==> src/rtl/msi_pte_pkg.sv <==
package msi_pte_pkg;

  localparam int PAGE_SHIFT = 12;
  localparam int PTE_SHIFT = 4;
  localparam int SMALL_TABLE_LOG2 = 8;

  typedef enum logic [1:0] {
    ST_IDLE = 2'd0,
    ST_RUN  = 2'd1,
    ST_FIN  = 2'd2
  } ctrl_state_t;

  typedef struct packed {
    logic load;
    logic step;
    logic finish;
  } ctrl_strobe_t;

endpackage

==> src/rtl/msi_pte_ctrl.sv <==
module msi_pte_ctrl
  import msi_pte_pkg::*;
(
  input  logic         clk,
  input  logic         rstN,
  input  logic         reqValid,
  input  logic         lastBit,
  output logic         reqReady,
  output logic         done,
  output ctrl_strobe_t strobe
);

  ctrl_state_t stateQ;
  logic doneQ;

  always_comb begin
    strobe        = '0;
    strobe.load   = (stateQ == ST_IDLE) && reqValid;
    strobe.step   = (stateQ == ST_RUN);
    strobe.finish = (stateQ == ST_FIN);
  end

  always_ff @(posedge clk) begin
    if (!rstN) begin
      stateQ <= ST_IDLE;
      doneQ  <= 1'b0;
    end else begin
      doneQ <= strobe.finish;
      case (stateQ)
        ST_IDLE: if (strobe.load) stateQ <= ST_RUN;
        ST_RUN:  if (lastBit)     stateQ <= ST_FIN;
        ST_FIN:                   stateQ <= ST_IDLE;
        default:                  stateQ <= ST_IDLE;
      endcase
    end
  end

  assign reqReady = (stateQ == ST_IDLE);
  assign done     = doneQ;

endmodule

==> src/rtl/msi_pte_dp.sv <==
module msi_pte_dp
  import msi_pte_pkg::*;
#(
  parameter int ADDR_W = 64,
  parameter int MASK_W = 52,
  parameter int PPN_W  = 44
) (
  input  logic              clk,
  input  logic              rstN,
  input  ctrl_strobe_t      strobe,
  input  logic [ADDR_W-1:0] reqAddr,
  input  logic [MASK_W-1:0] reqMask,
  input  logic [PPN_W-1:0]  reqPpn,
  output logic              lastBit,
  output logic [ADDR_W-1:0] pteAddr,
  output logic              misaligned
);

  localparam int CNT_W = $clog2(MASK_W + 1);

  logic [MASK_W-1:0] pageQ;
  logic [MASK_W-1:0] maskQ;
  logic [PPN_W-1:0]  ppnQ;
  logic [MASK_W-1:0] idxQ;
  logic [CNT_W-1:0]  bitPosQ;
  logic [CNT_W-1:0]  outPosQ;
  logic [ADDR_W-1:0] pteAddrQ;
  logic              misQ;

  logic [ADDR_W-1:0] tableBase;
  logic [ADDR_W-1:0] entryOffset;
  logic [PPN_W-1:0]  alignMask;

  assign lastBit     = (bitPosQ == CNT_W'(MASK_W - 1));
  assign tableBase   = ADDR_W'(ppnQ) << PAGE_SHIFT;
  assign entryOffset = ADDR_W'(idxQ) << PTE_SHIFT;

  // Once every mask bit is scanned, outPosQ holds the number of ones (k).
  // Tables above 2^8 entries need the low k-8 page-number bits clear.
  always_comb begin
    for (int i = 0; i < PPN_W; i++) begin
      alignMask[i] = (int'(outPosQ) > SMALL_TABLE_LOG2) &&
                     (i < int'(outPosQ) - SMALL_TABLE_LOG2);
    end
  end

  always_ff @(posedge clk) begin
    if (!rstN) begin
      pageQ    <= '0;
      maskQ    <= '0;
      ppnQ     <= '0;
      idxQ     <= '0;
      bitPosQ  <= '0;
      outPosQ  <= '0;
      pteAddrQ <= '0;
      misQ     <= 1'b0;
    end else begin
      if (strobe.load) begin
        pageQ   <= reqAddr[PAGE_SHIFT +: MASK_W];
        maskQ   <= reqMask;
        ppnQ    <= reqPpn;
        idxQ    <= '0;
        bitPosQ <= '0;
        outPosQ <= '0;
      end
      if (strobe.step) begin
        if (maskQ[bitPosQ]) begin
          idxQ[outPosQ] <= pageQ[bitPosQ];
          outPosQ       <= outPosQ + 1'b1;
        end
        bitPosQ <= bitPosQ + 1'b1;
      end
      if (strobe.finish) begin
        pteAddrQ <= tableBase | entryOffset;
        misQ     <= |(ppnQ & alignMask);
      end
    end
  end

  assign pteAddr    = pteAddrQ;
  assign misaligned = misQ;

endmodule

==> src/rtl/msi_pte_addr_gen.sv <==
module msi_pte_addr_gen
  import msi_pte_pkg::*;
#(
  parameter int ADDR_W = 64,
  parameter int MASK_W = 52,
  parameter int PPN_W  = 44
) (
  input  logic              clk,
  input  logic              rstN,
  input  logic              reqValid,
  output logic              reqReady,
  input  logic [ADDR_W-1:0] reqAddr,
  input  logic [MASK_W-1:0] reqMask,
  input  logic [PPN_W-1:0]  reqPpn,
  output logic              done,
  output logic [ADDR_W-1:0] pteAddr,
  output logic              misaligned
);

  ctrl_strobe_t strobe;
  logic         lastBit;

  msi_pte_ctrl u_ctrl (
    .clk      (clk),
    .rstN     (rstN),
    .reqValid (reqValid),
    .lastBit  (lastBit),
    .reqReady (reqReady),
    .done     (done),
    .strobe   (strobe)
  );

  msi_pte_dp #(
    .ADDR_W (ADDR_W),
    .MASK_W (MASK_W),
    .PPN_W  (PPN_W)
  ) u_dp (
    .clk        (clk),
    .rstN       (rstN),
    .strobe     (strobe),
    .reqAddr    (reqAddr),
    .reqMask    (reqMask),
    .reqPpn     (reqPpn),
    .lastBit    (lastBit),
    .pteAddr    (pteAddr),
    .misaligned (misaligned)
  );

endmodule

==> config.mk <==
export PLATFORM = sky130hd
export DESIGN_NAME = msi_pte_addr_gen
export DESIGN_NICKNAME = d
export VERILOG_FILES = /design/src/rtl/msi_pte_pkg.sv /design/src/rtl/msi_pte_ctrl.sv /design/src/rtl/msi_pte_dp.sv /design/src/rtl/msi_pte_addr_gen.sv
export SDC_FILE = /design/constraint.sdc
export NUM_CORES = 1
export LEC_CHECK = 0
export ABC_AREA = 1
export BUFFER_PORTS_ARGS = -buffer_cell sky130_fd_sc_hd__buf_2
export CAP_MARGIN = 5
export CORE_MARGIN = 1.5
export CORE_UTILIZATION = 53
export DETAILED_ROUTE_END_ITERATION = 8
export PLACE_DENSITY_LB_ADDON = 0.1
export SLEW_MARGIN = 5
export SYNTH_ARGS = -nofsm -noshare
export SYNTH_HDL_FRONTEND = slang
export SYNTH_HIERARCHICAL = 1
export SYNTH_SLANG_ARGS = --single-unit
==> constraint.sdc <==
create_clock -name clk -period 3.2 [get_ports clk]
set_clock_uncertainty 0.15 [all_clocks]
set_input_delay 0 -clock clk [delete_from_list [all_inputs] [get_ports clk]]
set_output_delay 0 -clock clk [all_outputs]
set_load 0.01 [all_outputs]
==> flow_metrics.py, run 1 <==
metrics = {
    "outcome": {
        "status": "completed",
    },
    "clock_network": {
        "cts_tree": "built",
        "ctsResizeCount": 0,
        "cts_hold_buffers": 204,
        "cts_buffers": 29,
        "cts_setup_buffers": 0,
        "clock_path_buffers": 3,
        "clk_latency_ns": 0.56,
        "cts_sinks": 268,
        "h-tree-depth": 1,
        "cts-root-buf": "clkbuf_16",
        "clkTransAtPathRegs_ns": 0.06,
    },
    "power": {
        "switching_share_pct": 27.36,
        "seqPwrFrac_pct": 43.5,
        "p_leak_nw": 7.363,
        "p_int_mw": 6.032,
        "p_sw_mw": 2.271,
        "pwr_density_cell_nw_per_um2": 492.9,
        "clkPwrFrac_pct": 40.9,
        "p_comb_share_pct": 15.6,
        "ir_drop_v": 0.0003830,
    },
    "synthesis": {
        "synth-edff-count": 0,
        "yosys_warnings": 6,
        "ys_seq_elements": 268,
        "netlist_area_um2": 12750,
        "synth_area_per_cell_um2": 6.558,
        "postSynth.asyncResetShare_pct": 0,
        "yosys.cell_types.count": 33,
        "ys.flop_type": "dfxtp_1",
        "seq_area_frac_synth_pct": 42.06,
        "synthCells": 1945,
    },
    "routing": {
        "wl_per_cell_um": 15.51,
        "dr.first_iter.drc_count": 1214,
        "vias_per_cell": 5.282,
        "wirelength_um": 40760,
        "highest_layer": "met4",
        "route.detailed.drc": 0,
        "ant_nets": 0,
        "wl_met2_um": 18580,
        "wl_met1_um": 18190,
        "vias": 13880,
        "dr_wl_met3_um": 2812,
        "first_pass_iters": 6,
    },
    "sta": {
        "min_period_ns": 2.797,
        "setup_viol": 0,
        "hold_violations": 0,
        "worst_pin_slew_ns": 1.044,
        "timing.setup.tns_ns": 0,
        "drv_slew": 0,
        "max_freq_ghz": 0.3575,
        "relSlewSlack_pct": 30.38,
        "rsz0062_at_grt": "no",
        "whs_ns": 0.05437,
        "fin_crit_sh_pct": 87.41,
    },
    "global_route": {
        "gr-usage-all-layers_pct": 32.37,
        "grt_max_degree": 119,
        "grt.overflow.total": 0,
        "antenna_found_initial": 0,
        "grt_pass1_vias": 13170,
        "grt_pass1_wl_um": 65090,
    },
    "floorplanning": {
        "dieArea_um2": 25010,
        "io_pins": 230,
        "core-area_um2": 23540,
        "die_h_um": 158.1,
        "start_util_pct": 54.18,
        "placementRows": 56,
        "die_w_um": 158.1,
    },
    "run": {
        "max-cap-violations": 0,
    },
    "cells_and_area": {
        "layout_common_cells": "nor2_1 (495), nand2_1 (333), o21ai_0 (284)",
        "drive_above_1_share_pct": 13.17,
        "final_common_cell": "nor2_1",
        "fin_nets": 2460,
        "antennaDiodeCount": 0,
        "fillCellCount": 1939,
        "multi_input_area_um2": 6120,
        "area_growth_pct": 32.07,
        "seq_area_um2": 5366,
    },
    "worst_hold_path": {
        "min_path_type": "primary input to flop",
    },
    "critical_path": {
        "crit_path_end_kind": "flop",
        "crit_type": "flop to flop",
        "arrival_ns": 3.13,
        "crit_path_max_fanout": 106,
        "worstPathRequired_ns": 3.54,
        "cp-start-kind": "flop",
    },
    "placed_design": {
        "routabilityCongestion": 0.9312,
        "io_buffers": 205,
        "dpl.hpwl_um": 23210,
    },
}
kinds of logic (layout without fill, tap and decap cells):
logic type               count (synthesis)  after routing  share of synthesized area, %
AND/OR/NAND/NOR                        984            984                         30.95
XOR/XNOR                                 4              4                        0.2746
other                                    1             12                       0.02940
buffers and inverters                  293            646                         10.40
flip-flops                             268            268                         42.06
AO/OA/AOI/OAI                          387            387                         15.50
adder cells (fa/ha/maj)                  8              8                        0.7848
flip-flops by register name, indices dropped and copies added (netlist names):
| register | count |
|---|---|
| u_dp/bitPosQ | 6 |
| u_dp/outPosQ | 6 |
| u_dp/ppnQ | 44 |
| u_dp/pageQ | 52 |
| u_dp/idxQ | 52 |
| u_ctrl/done | 1 |
| u_dp/misaligned | 1 |
| u_dp/maskQ | 52 |
| u_dp/pteAddr | 52 |
| u_ctrl/stateQ | 2 |
cells in the mapped netlist (6+ instances only):
master | instances | area, µm²
buf_4 | 22 | 165.2
nor3_1 | 54 | 270.3
dfxtp_1 | 268 | 5365
nor2_1 | 496 | 1862
buf_1 | 11 | 41.29
inv_1 | 145 | 544.3
o21ai_1 | 22 | 110.1
nand3_1 | 62 | 310.3
nor4_1 | 6 | 37.54
nand2_1 | 333 | 1250
clkbuf_1 | 78 | 292.8
o21ai_0 | 284 | 1421
a21oi_1 | 65 | 325.3
ha_1 | 8 | 100.1
buf_6 | 16 | 180.2
buf_2 | 15 | 75.07
nand4_1 | 25 | 156.4
o211ai_1 | 8 | 60.06
final timing paths:
path	start	to	slack, ns	depth (start not counted)
max	u_ctrl/stateQ[0]	u_dp/maskQ[2]	0.40	7
min	reqAddr[53]	u_dp/pageQ[41]	0.05	4
max reg2reg	u_ctrl/stateQ[0]	u_dp/maskQ[2]	0.40	7
min reg2reg	u_dp/maskQ[31]	u_dp/maskQ[31]	0.31	2
metal layers:
layer / GRT usage (%) / vias up
li1: - / 6869
met1: 44.02 / 6338
met2: 53.25 / 584
met3: 3.997 / 91
met4: 10.50 / 0
met5: 0 / -
power groups by stage:
stage	Clock, mW	Sequential, mW	Combinational (mW)
final	3.40	3.61	1.30
after global routing	3.57	3.62	1.44
after CTS	3.44	3.60	1.25
after detailed placement	0	3.67	1.04
after global placement	0	3.67	1.02
after floorplan	0	3.63	0.779
final cells by class:
| cell class | count | share of cell area [%] |
|---|---|---|
| sequential | 268 | 31.86 |
| clock inverter | 12 | 0.8616 |
| timing repair buffer | 444 | 20.33 |
| multi-input combinational | 1395 | 36.33 |
| tap | 319 | 2.369 |
| clock buffer | 39 | 4.828 |
| inverter | 151 | 3.424 |
per-stage QoR:
step | setup slack, ns | std cells | cell area [µm²] | power [mW] | util [%]
floorplan | 0.6862 | 1956 | 12800 | 4.411 | -
global placement | 0.5411 | 2373 | 13840 | 4.694 | 58.81
detailed placement | 0.4898 | 2373 | 13840 | 4.712 | 58.81
CTS | 0.4350 | 2628 | 16840 | 8.297 | 71.55
global route | 0.2040 | 2628 | 16840 | 8.624 | 71.55
finish | 0.4029 | 2628 | 16840 | 8.303 | 71.55
worst max-delay path, cell delays in order (launching register included):
cell	delay (ns)
dfxtp_1	0.35
nor2_2	0.18
nand2_2	0.09
inv_2	0.10
buf_4	0.79
o21ai_0	0.30
nor2_1	0.15
dlygate4sd3_1	0.57
Note: power is estimated with default switching activity, not from simulation.
==> run 2, diff against run 1 <==
- CAP_MARGIN: 5 -> not set
- CELL_PAD_IN_SITES_DETAIL_PLACEMENT: not set -> 1
- CELL_PAD_IN_SITES_GLOBAL_PLACEMENT: not set -> 2
- CORE_UTILIZATION: 53 -> 30
==> flow_metrics.py, run 2 (synthesized netlist as in run 1, its figures left out) <==
metrics = {
    "floorplanning": {
        "core-area_um2": 41950,
        "die_w_um": 209.2,
        "io_pins": 230,
        "start_util_pct": 30.41,
        "dieArea_um2": 43760,
        "placementRows": 75,
        "die_h_um": 209.2,
    },
    "outcome": {
        "status": "completed",
    },
    "sta": {
        "rsz0062_at_grt": "no",
        "min_period_ns": 2.714,
        "drv_slew": 0,
        "whs_ns": 0.06988,
        "hold_violations": 0,
        "worst_slack_ns": 0.4862,
        "timing.setup.tns_ns": 0,
        "relSlewSlack_pct": 50.43,
        "worst_pin_slew_ns": 0.7409,
        "setup_viol": 0,
        "max_freq_ghz": 0.3685,
        "fin_crit_sh_pct": 84.81,
    },
    "critical_path": {
        "crit_path_end_kind": "flop",
        "crit_path_max_fanout": 8,
        "worstPathRequired_ns": 3.49,
        "reg2reg_depth": 14,
        "cp-start-kind": "flop",
        "reg2reg_from": "u_dp/outPosQ[3]",
        "crit_type": "flop to flop",
        "arrival_ns": 3.00,
        "reg2reg_slack_ns": 0.49,
        "r2r-end": "u_dp/misaligned",
    },
    "clock_network": {
        "h-tree-depth": 2,
        "cts-root-buf": "clkbuf_16",
        "ctsResizeCount": 0,
        "clk_latency_ns": 0.54,
        "cts_sinks": 268,
        "cts_buffers": 34,
        "clock_path_buffers": 3,
        "cts_setup_buffers": 0,
        "cts_tree": "built",
        "clkTransAtPathRegs_ns": 0.06,
    },
    "routing": {
        "route.detailed.drc": 0,
        "dr.first_iter.drc_count": 722,
        "vias_per_cell": 4.825,
        "wl_per_cell_um": 17.11,
        "first_pass_iters": 5,
        "vias": 13730,
        "ant_nets": 0,
        "wirelength_um": 48690,
    },
    "power": {
        "switching_share_pct": 28.41,
        "pwr_density_cell_nw_per_um2": 505.9,
        "clkPwrFrac_pct": 43.1,
        "p_leak_nw": 7.344,
        "ir_drop_v": 0.0002459,
        "seqPwrFrac_pct": 41.8,
        "total_power_mw": 8.642,
        "p_comb_share_pct": 15.1,
        "p_sw_mw": 2.455,
        "p_int_mw": 6.187,
    },
    "worst_hold_path": {
        "min_path_cells": 4,
        "hold_path_end": "u_dp/maskQ[44]",
        "worstHoldStart": "reqMask[44]",
        "min_path_type": "primary input to flop",
    },
    "placed_design": {
        "io_buffers": 205,
        "dp_slack_ns": 0.5253,
        "dpl.cell_count": 2606,
        "dpl.hpwl_um": 30990,
        "dpl_cell_area_um2": 14220,
        "routabilityCongestion": 0.8216,
    },
    "global_route": {
        "gr-usage-all-layers_pct": 22.40,
        "grt_pass1_wl_um": 77840,
        "grt.overflow.total": 0,
        "grt_max_degree": 107,
        "antenna_found_initial": 1,
        "grt_pass1_vias": 14250,
    },
    "cells_and_area": {
        "fillCellCount": 5368,
        "final_cell_area_um2": 17080,
        "layout_common_cells": "nor2_1 (495), nand2_1 (333), o21ai_0 (284)",
        "drive_above_1_share_pct": 13.93,
        "final_core_util_pct": 40.73,
        "final_common_cell": "nor2_1",
        "fin_nets": 2454,
        "final_cell_count_no_fill": 2845,
        "area_growth_pct": 33.94,
    },
    "run": {
        "max-cap-violations": 0,
    },
}
-- run 2: worst max-delay path by stage --
stage                                from         endpoint  slack [ns]  cells past startpoint
after floorplan           u_dp/outPosQ[4]  u_dp/misaligned        0.69                     14
after global placement    u_dp/outPosQ[3]  u_dp/misaligned        0.56                     14
after detailed placement  u_dp/outPosQ[3]  u_dp/misaligned        0.53                     15
after CTS                 u_dp/outPosQ[3]  u_dp/misaligned        0.49                     15
after global routing      u_dp/outPosQ[3]  u_dp/misaligned        0.19                     15
final                     u_dp/outPosQ[3]  u_dp/misaligned        0.49                     14
-- run 2: final cells by class --
class | count | area, µm² | share of cell area [%]
multi-input cells | 1395 | 6125 | 35.85
flip-flops and latches | 268 | 5366 | 31.41
repair buffers | 433 | 3282 | 19.21
clock buffers | 51 | 1016 | 5.947
well taps | 539 | 674.4 | 3.948
inverters | 151 | 576.8 | 3.376
clock inverters | 7 | 41.29 | 0.2417
diodes | 1 | 2.502 | 0.01465
-- run 2: power by group through the flow --
stage / combinational (mW) / clock, mW / sequential [mW]
4_1_cts: 1.31 / 3.86 / 3.61
2_1_floorplan: 0.779 / 0 / 3.63
3_3_place_gp: 1.11 / 0 / 3.68
6_report: 1.31 / 3.72 / 3.61
5_1_grt: 1.47 / 3.96 / 3.63
3_5_place_dp: 1.12 / 0 / 3.68
-- run 2: layer usage --
| metal | vias to the layer above | GRT usage, % | wire [µm] |
|---|---|---|---|
| met4 | 0 | 6.547 | 1064 |
| li1 | 6871 | - | - |
| met5 | - | 0 | 0 |
| met1 | 6564 | 31.05 | 24310 |
| met3 | 65 | 3.111 | 1637 |
| met2 | 227 | 36.13 | 21670 |
-- run 2: repair_timing --
item / in CTS / in global routing
hold buffers: 180 / 0
endpoints found under the setup margin: 0 / 0
hold endpoints to repair: 188 / 0
-- run 2: worst max-delay path, stage by stage (launching register included) --
cell     delay [ns]
dfxtp_1        0.48
inv_2          0.07
ha_1           0.23
ha_1           0.41
inv_1          0.14
o21ai_0        0.24
inv_1          0.17
nand2_1        0.11
nor2_1         0.04
nor2_1         0.11
nand2_1        0.08
nor2_1         0.13
nand3_1        0.10
nor2_1         0.11
nor2_1         0.05
